File: src/rtl/bip_mon_pkg.sv
package bip_mon_pkg;

  function automatic int unsigned ones_count(input logic [31:0] v, input int unsigned n);
    int unsigned c;
    c = 0;
    for (int unsigned i = 0; i < n; i++) c += v[i];
    return c;
  endfunction

endpackage

File: src/rtl/bip_accum.sv
module bip_accum #(
  parameter int DATA_W = 8
) (
  input  logic              clk,
  input  logic              rst_n,
  input  logic              beat,
  input  logic [DATA_W-1:0] data,
  input  logic              sof,
  input  logic              align_lost,
  output logic [DATA_W-1:0] cmp_par,
  output logic              cmp_ok
);
  logic [DATA_W-1:0] acc_q, prev_q;
  logic              prev_ok_q, seen_q;

  always_ff @(posedge clk) begin
    if (!rst_n) begin
      acc_q     <= '0;
      prev_q    <= '0;
      prev_ok_q <= 1'b0;
      seen_q    <= 1'b0;
    end else if (align_lost) begin
      prev_ok_q <= 1'b0;
      seen_q    <= 1'b0;
    end else if (beat) begin
      if (sof) begin
        acc_q     <= data;
        prev_q    <= acc_q;
        prev_ok_q <= seen_q;
        seen_q    <= 1'b1;
      end else begin
        acc_q <= acc_q ^ data;
      end
    end
  end

  // An EM byte sitting on a frame start compares against the frame just closed.
  assign cmp_par = sof ? acc_q : prev_q;
  assign cmp_ok  = !align_lost && (sof ? seen_q : prev_ok_q);

  assert_flush_R6: assert property (@(posedge clk) disable iff (!rst_n)
    align_lost |=> (!prev_ok_q && !seen_q));

  assert_history_R6: assert property (@(posedge clk) disable iff (!rst_n)
    prev_ok_q |-> seen_q);

endmodule

File: src/rtl/em_compare.sv
module em_compare #(
  parameter int DATA_W = 8,
  parameter int INC_W  = 4
) (
  input  logic              clk,
  input  logic              rst_n,
  input  logic              beat,
  input  logic              em,
  input  logic [DATA_W-1:0] data,
  input  logic [DATA_W-1:0] cmp_par,
  input  logic              cmp_ok,
  input  logic              bit_mode,
  output logic              err_valid,
  output logic [DATA_W-1:0] err_pattern,
  output logic              parity_err,
  output logic              rei_req,
  output logic [INC_W-1:0]  bip_inc
);
  import bip_mon_pkg::*;

  logic              ev_q, perr_q, req_q;
  logic [DATA_W-1:0] pat_q;
  logic              take;
  logic              mismatch;

  assign take     = beat && em && cmp_ok;
  assign mismatch = (data != cmp_par);

  always_ff @(posedge clk) begin
    if (!rst_n) begin
      ev_q   <= 1'b0;
      req_q  <= 1'b0;
      perr_q <= 1'b0;
      pat_q  <= '0;
    end else begin
      ev_q  <= take;
      req_q <= take && mismatch;
      if (take) begin
        pat_q  <= data ^ cmp_par;
        perr_q <= mismatch;
      end
    end
  end

  always_comb begin
    bip_inc = '0;
    if (ev_q) begin
      if (bit_mode) bip_inc = INC_W'(ones_count(32'(pat_q), DATA_W));
      else          bip_inc = INC_W'(perr_q);
    end
  end

  assign err_valid   = ev_q;
  assign err_pattern = pat_q;
  assign parity_err  = perr_q;
  assign rei_req     = req_q;

  assert_rei_pulse_R5: assert property (@(posedge clk) disable iff (!rst_n)
    rei_req |-> (err_valid && parity_err && err_pattern != '0));

  assert_bit_max_R3: assert property (@(posedge clk) disable iff (!rst_n)
    bip_inc <= INC_W'(DATA_W));

  assert_block_max_R4: assert property (@(posedge clk) disable iff (!rst_n)
    !bit_mode |-> bip_inc <= 1);

  assert_idle_R2: assert property (@(posedge clk) disable iff (!rst_n)
    !err_valid |-> bip_inc == '0);

endmodule

File: src/rtl/sat_counter.sv
module sat_counter #(
  parameter int CNT_W = 16,
  parameter int INC_W = 4
) (
  input  logic             clk,
  input  logic             rst_n,
  input  logic [INC_W-1:0] inc,
  input  logic             latch,
  output logic [CNT_W-1:0] hold
);
  localparam logic [CNT_W-1:0] MAXV = '1;

  logic [CNT_W-1:0] cnt_q;
  logic [CNT_W:0]   sum;

  assign sum = {1'b0, cnt_q} + (CNT_W+1)'(inc);

  always_ff @(posedge clk) begin
    if (!rst_n) begin
      cnt_q <= '0;
      hold  <= '0;
    end else if (latch) begin
      hold  <= cnt_q;
      cnt_q <= CNT_W'(inc);
    end else begin
      cnt_q <= sum[CNT_W] ? MAXV : sum[CNT_W-1:0];
    end
  end

  assert_no_wrap_R8: assert property (@(posedge clk) disable iff (!rst_n)
    !latch |=> cnt_q >= $past(cnt_q));

  assert_pinned_R8: assert property (@(posedge clk) disable iff (!rst_n)
    (!latch && cnt_q == MAXV) |=> cnt_q == MAXV);

  assert_latch_copy_R9: assert property (@(posedge clk) disable iff (!rst_n)
    latch |=> (hold == $past(cnt_q) && cnt_q == CNT_W'($past(inc))));

endmodule

File: src/rtl/bip_err_monitor.sv
module bip_err_monitor #(
  parameter int DATA_W      = 8,
  parameter int CNT_W       = 16,
  parameter int REI_BIT_NUM = 2
) (
  input  logic              clk,
  input  logic              rst_n,
  input  logic              in_valid,
  output logic              in_ready,
  input  logic [DATA_W-1:0] in_data,
  input  logic              in_sof,
  input  logic              in_em,
  input  logic              in_ma,
  input  logic              align_lost,
  input  logic              bit_mode,
  input  logic              latch,
  output logic              err_valid,
  output logic [DATA_W-1:0] err_pattern,
  output logic              parity_err,
  output logic              rei_req,
  output logic [CNT_W-1:0]  bip_hold,
  output logic [CNT_W-1:0]  rei_hold
);
  localparam int INC_W   = $clog2(DATA_W + 1);
  localparam int REI_IDX = DATA_W - REI_BIT_NUM;
  localparam int N_CNT   = 2;

  logic              beat;
  logic [DATA_W-1:0] cmp_par;
  logic              cmp_ok;
  logic [INC_W-1:0]  bip_inc;
  logic              far_q;
  logic [INC_W-1:0]  inc_arr  [N_CNT];
  logic [CNT_W-1:0]  hold_arr [N_CNT];

  assign in_ready = 1'b1;
  assign beat     = in_valid;

  bip_accum #(.DATA_W(DATA_W)) u_acc (
    .clk(clk), .rst_n(rst_n), .beat(beat), .data(in_data), .sof(in_sof),
    .align_lost(align_lost), .cmp_par(cmp_par), .cmp_ok(cmp_ok)
  );

  em_compare #(.DATA_W(DATA_W), .INC_W(INC_W)) u_cmp (
    .clk(clk), .rst_n(rst_n), .beat(beat), .em(in_em), .data(in_data),
    .cmp_par(cmp_par), .cmp_ok(cmp_ok), .bit_mode(bit_mode),
    .err_valid(err_valid), .err_pattern(err_pattern), .parity_err(parity_err),
    .rei_req(rei_req), .bip_inc(bip_inc)
  );

  // Remote error bit of the MA byte, registered to line up with the local path.
  always_ff @(posedge clk) begin
    if (!rst_n) far_q <= 1'b0;
    else        far_q <= beat && in_ma && in_data[REI_IDX];
  end

  assign inc_arr[0] = bip_inc;
  assign inc_arr[1] = INC_W'(far_q);

  for (genvar g = 0; g < N_CNT; g++) begin : g_cnt
    sat_counter #(.CNT_W(CNT_W), .INC_W(INC_W)) u_cnt (
      .clk(clk), .rst_n(rst_n), .inc(inc_arr[g]), .latch(latch), .hold(hold_arr[g])
    );
  end

  assign bip_hold = hold_arr[0];
  assign rei_hold = hold_arr[1];

  assert_far_src_R7: assert property (@(posedge clk) disable iff (!rst_n)
    far_q |-> $past(in_valid && in_ma));

endmodule

File: config.mk
export PLATFORM = sky130hd
export DESIGN_NAME = bip_err_monitor
export DESIGN_NICKNAME = d
export VERILOG_FILES = /design/src/rtl/bip_mon_pkg.sv /design/src/rtl/bip_accum.sv /design/src/rtl/em_compare.sv /design/src/rtl/sat_counter.sv /design/src/rtl/bip_err_monitor.sv
export SDC_FILE = /design/constraint.sdc
export NUM_CORES = 1
export LEC_CHECK = 0
export ABC_AREA = 1
export CORE_UTILIZATION = 35
export CTS_CLUSTER_DIAMETER = 200
export CTS_CLUSTER_SIZE = 40
export DETAILED_ROUTE_END_ITERATION = 8
export HOLD_SLACK_MARGIN = 0.05
export PLACE_DENSITY = 0.53
export SYNTH_ARGS = -nofsm -noshare
export SYNTH_HDL_FRONTEND = slang
export SYNTH_HIERARCHICAL = 1
export SYNTH_SLANG_ARGS = --single-unit
File: constraint.sdc
create_clock -name clk -period 3.7 [get_ports clk]
set_input_delay 0.74 -clock clk [delete_from_list [all_inputs] [get_ports clk]]
set_output_delay 0.74 -clock clk [all_outputs]
set_load 0.01 [all_outputs]
==> out/results.tsv <==
stage	metric	value	unit
sta	Worst Tran Pin Value	0.6472	ns
worst_setup_path	Critical Path RT	3.94	ns
cells_and_area	share of cells above drive strength 1	0.1118	
cells_and_area	diode count	0	
power_and_ir_drop	Reg power frac	0.459	
power_and_ir_drop	Switching Share	0.2368	
global_route	first-pass GRT wire length	19230	um
detailed_routing	wire per inst	12.37	um
power_and_ir_drop	leak pwr	2.708	nW
worst_setup_path	Worst Setup SP	u_cmp/err_pattern[0]	
power_and_ir_drop	Comb pwr share	0.104	
clock_tree	register clock-pin slew on the reported worst setup and hold paths	0.07	ns
sta	slew margin rel.	0.5670	
die	die height	118.5	um
die	die area	14030	sq um
die	Die X	118.5	um
clock_tree	clk sink count	94	
cells_and_area	number of fill cells	1360	
synth	synth warn	6	
synth	Adder-Cell Fraction of Synth Area	0.05430	
clock_tree	CTS Buf Count	9	
cells_and_area	nets@finish	789	
die	Initial Utilization	0.3585	
sta	final setup fails	14	
clock_tree	CTS hold repair buffers	0	
worst_setup_path	CP endpoint kind	flop	
cells_and_area	commonest non-fill, non-tap cells in the layout	nand2_1, dfxtp_1, inv_1	
detailed_routing	Vias/cell	4.673	
detailed_routing	drt drc	1	
clock_tree	Worst-Skew Late Latency	0.35	ns
detailed_routing	starting DRC count in detailed routing	252	
sta	part of the cycle the worst path needs	1.023	
synth	synthesized cell area	4747	sq um
detailed_routing	router iterations before antenna repair	6	
worst_setup_path	RR Startpoint	u_cmp/err_pattern[0]	
global_route	total grt overflow	0	
cells_and_area	Layout area overhead	27.97	%
synth	Synth Area in Compound Gates	0.1386	
synth	simple-gate share of the synthesized area	0.2947	
placed_design	DP Cell Count	918	
synth	largest family of logic cells by synthesized area	simple AND/OR/NAND/NOR gates	
synth	post-synthesis xor/xnor area fraction	0.01845	
clock_tree	Max Buffers Root-to-Sink	2	
synth	sequential area share after synthesis	0.3964	
placed_design	placed cell area	5573	sq um
synth	Syn Area/Cell	6.920	sq um
synth	Synth Register Bits	94	
detailed_routing	antenna viol nets, final	0	
clock_tree	CTS tree	yes	
global_route	largest net degree at the start of global routing	37	
worst_setup_path	CP arrival	4.02	ns
placed_design	detailed placement HPWL	8376	um
clock_tree	root buffer cell	clkbuf_16	
sta	min Tclk post-route	3.785	ns
power_and_ir_drop	Internal	1.784	mW
placed_design	GP Congestion	0.8458	
power_and_ir_drop	total chip power	2.337	mW
sta	Setup WS post-layout	-0.08474	ns
worst_hold_path	Hold WC Path Type	flop to flop	
status	failing checks	DRC, setup timing	
cells_and_area	commonest non-fill, non-tap cell in the layout	nand2_1	
detailed_routing	detailed-route wire length	11580	um
synth	cell count after synthesis	686	
cells_and_area	final instance area	6075	sq um
job	max-cap viol count	0	
worst_hold_path	hold_sp	g_cnt[1].u_cnt/hold[3]	
status	status	complete, but fails checks	
sta	RSZ-0062 raised after global routing	true	
sta	Peak Freq	0.2642	GHz
clock_tree	H-tree Lvls	3	
synth	mux cell area share after synthesis	0	
sta	final hold slack	0.4786	ns
worst_setup_path	critical path type	flop to flop	
global_route	GR Util All Layers	0.1724	
placed_design	IO Port Bufs	59	
sta	Setup Skew	0.006775	ns
sta	Final Max Slew Viols	0	
power_and_ir_drop	pwr dens	384.7	nW/um^2
worst_setup_path	maximum fanout along the worst path	4	
power_and_ir_drop	Max IR drop VDD	0.2273	mV
power_and_ir_drop	Sw Pwr	0.5535	mW
sta	Final Hold Fails	0	
die	num ports	61	
global_route	initial antenna violation count	0	
die	Core Area	13240	sq um
global_route	vias in the first global route	4130	
cells_and_area	final cell count without fillers	936	
synth	Yosys cell types	30	
die	cell row count	42	
detailed_routing	routed via count	4374	
worst_setup_path	Setup crit start kind	flop	
placed_design	worst slack at placement	-0.1710	ns
power_and_ir_drop	Clock power frac	0.437	
power by group through the flow:
stage	Clock (mW)	Sequential (mW)	Combinational [mW]
5_1_grt	1.09	1.08	0.274
2_1_floorplan	0	1.10	0.135
3_5_place_dp	0	1.09	0.237
4_1_cts	1.05	1.07	0.240
6_report	1.02	1.07	0.243
3_3_place_gp	0	1.09	0.234
registers in the layout, summed over array words and instances (netlist names):
name,cells
g_cnt.u_cnt/hold,32
u_cmp/err_valid,1
u_acc/prev_q,8
u_acc/seen_q,1
far_q,1
u_acc/prev_ok_q,1
g_cnt.u_cnt/cnt_q,32
u_cmp/parity_err,1
u_cmp/rei_req,1
u_cmp/err_pattern,8
u_acc/acc_q,8
synthesized netlist by cell type:
cell	number	area, sq um
a21oi_2	2	17.52
xnor2_1	4	35.03
a31oi_1	4	25.02
conb_1	2	7.510
xor2_1	6	52.55
ha_1	11	137.6
buf_4	4	30.03
nand3_2	1	10.01
nor2_4	3	33.78
a21oi_1	59	295.3
and2_1	5	31.28
nor2_1	82	307.8
nor2_2	4	25.02
buf_2	1	5.000
buf_6	1	11.26
fa_1	6	120.1
dfxtp_1	94	1882
nor3_4	2	32.53
nor3_1	4	20.02
o21ai_0	59	295.3
inv_2	3	11.26
nand3_1	50	250.2
nand4_2	2	25.02
nand3b_1	2	15.01
nand2_1	156	585.6
o21ai_2	2	17.52
clkbuf_1	13	48.80
nand2_2	10	62.56
inv_1	93	349.1
o21a_1	1	7.510
cells by family (layout without fill, tap and decap cells):
logic type,count (synthesis),after routing
and+or+nand+nor,321,321
xor gates and xnor gates,10,10
DFF,94,94
buffers and inverters,115,183
other,2,8
adders and majority gates,17,17
AOI/OAI and AO/OA,127,127
through the flow:
stage | TNS [ns] | utilization
after floorplan | 0 | -
after global placement | -0.4337 | 0.4208
after detailed placement | -1.629 | 0.4208
after CTS | -0.6111 | 0.4519
after global routing | -2.998 | 0.4587
final | -0.5314 | 0.4587
area by class of cell:
class                   instances  area [sq um]  area share
clock inverters                 5         81.33     0.01339
inverters                      96         360.3     0.05932
multi-input cells             483          2603      0.4284
clock buffers                  11         252.7     0.04161
repair buffers                 71         674.4      0.1110
well taps                     176         220.2     0.03625
flip-flops and latches         94          1883      0.3100
routing by layer:
| metal | routed length (um) | part of all wire | GRT usage |
|---|---|---|---|
| met1 | 5649 | 0.49 | 0.2167 |
| met4 | 193 | 0.017 | 0.06092 |
| met2 | 5325 | 0.46 | 0.2879 |
| met5 | 0 | 0 | 0 |
| met3 | 408 | 0.035 | 0.04054 |
critical path: stages, from the launching register on:
cell	delay [ns]
dfxtp_2	0.33
fa_1	0.53
inv_1	0.05
fa_1	0.49
fa_1	0.42
inv_2	0.08
ha_4	0.13
inv_2	0.04
fa_2	0.54
nor2_4	0.06
fa_2	0.42
nand3_4	0.09
nand2_4	0.08
nand2_4	0.12
nor2_4	0.05
nand2_2	0.07
nand2_1	0.05
nor2_1	0.08
nor2_1	0.04
path summary, 6_finish.rpt:
path / end / cells after the start / slack, ns
setup / recovery: g_cnt[0].u_cnt/cnt_q[15] / 18 / -0.08
hold / removal: g_cnt[1].u_cnt/hold[3] / 2 / 0.48
setup reg to reg: g_cnt[0].u_cnt/cnt_q[15] / 18 / -0.08
hold reg to reg: g_cnt[1].u_cnt/hold[3] / 2 / 0.48
what timing repair did:
item / CTS / global route
gates resized for setup: 18 / 13
setup buffers: 0 / 2
pin swaps: 8 / 6
hold endpoints to repair: 0 / 0
setup endpoints to repair: 16 / 16
No activity file was read; power rests on OpenSTA's default activity.
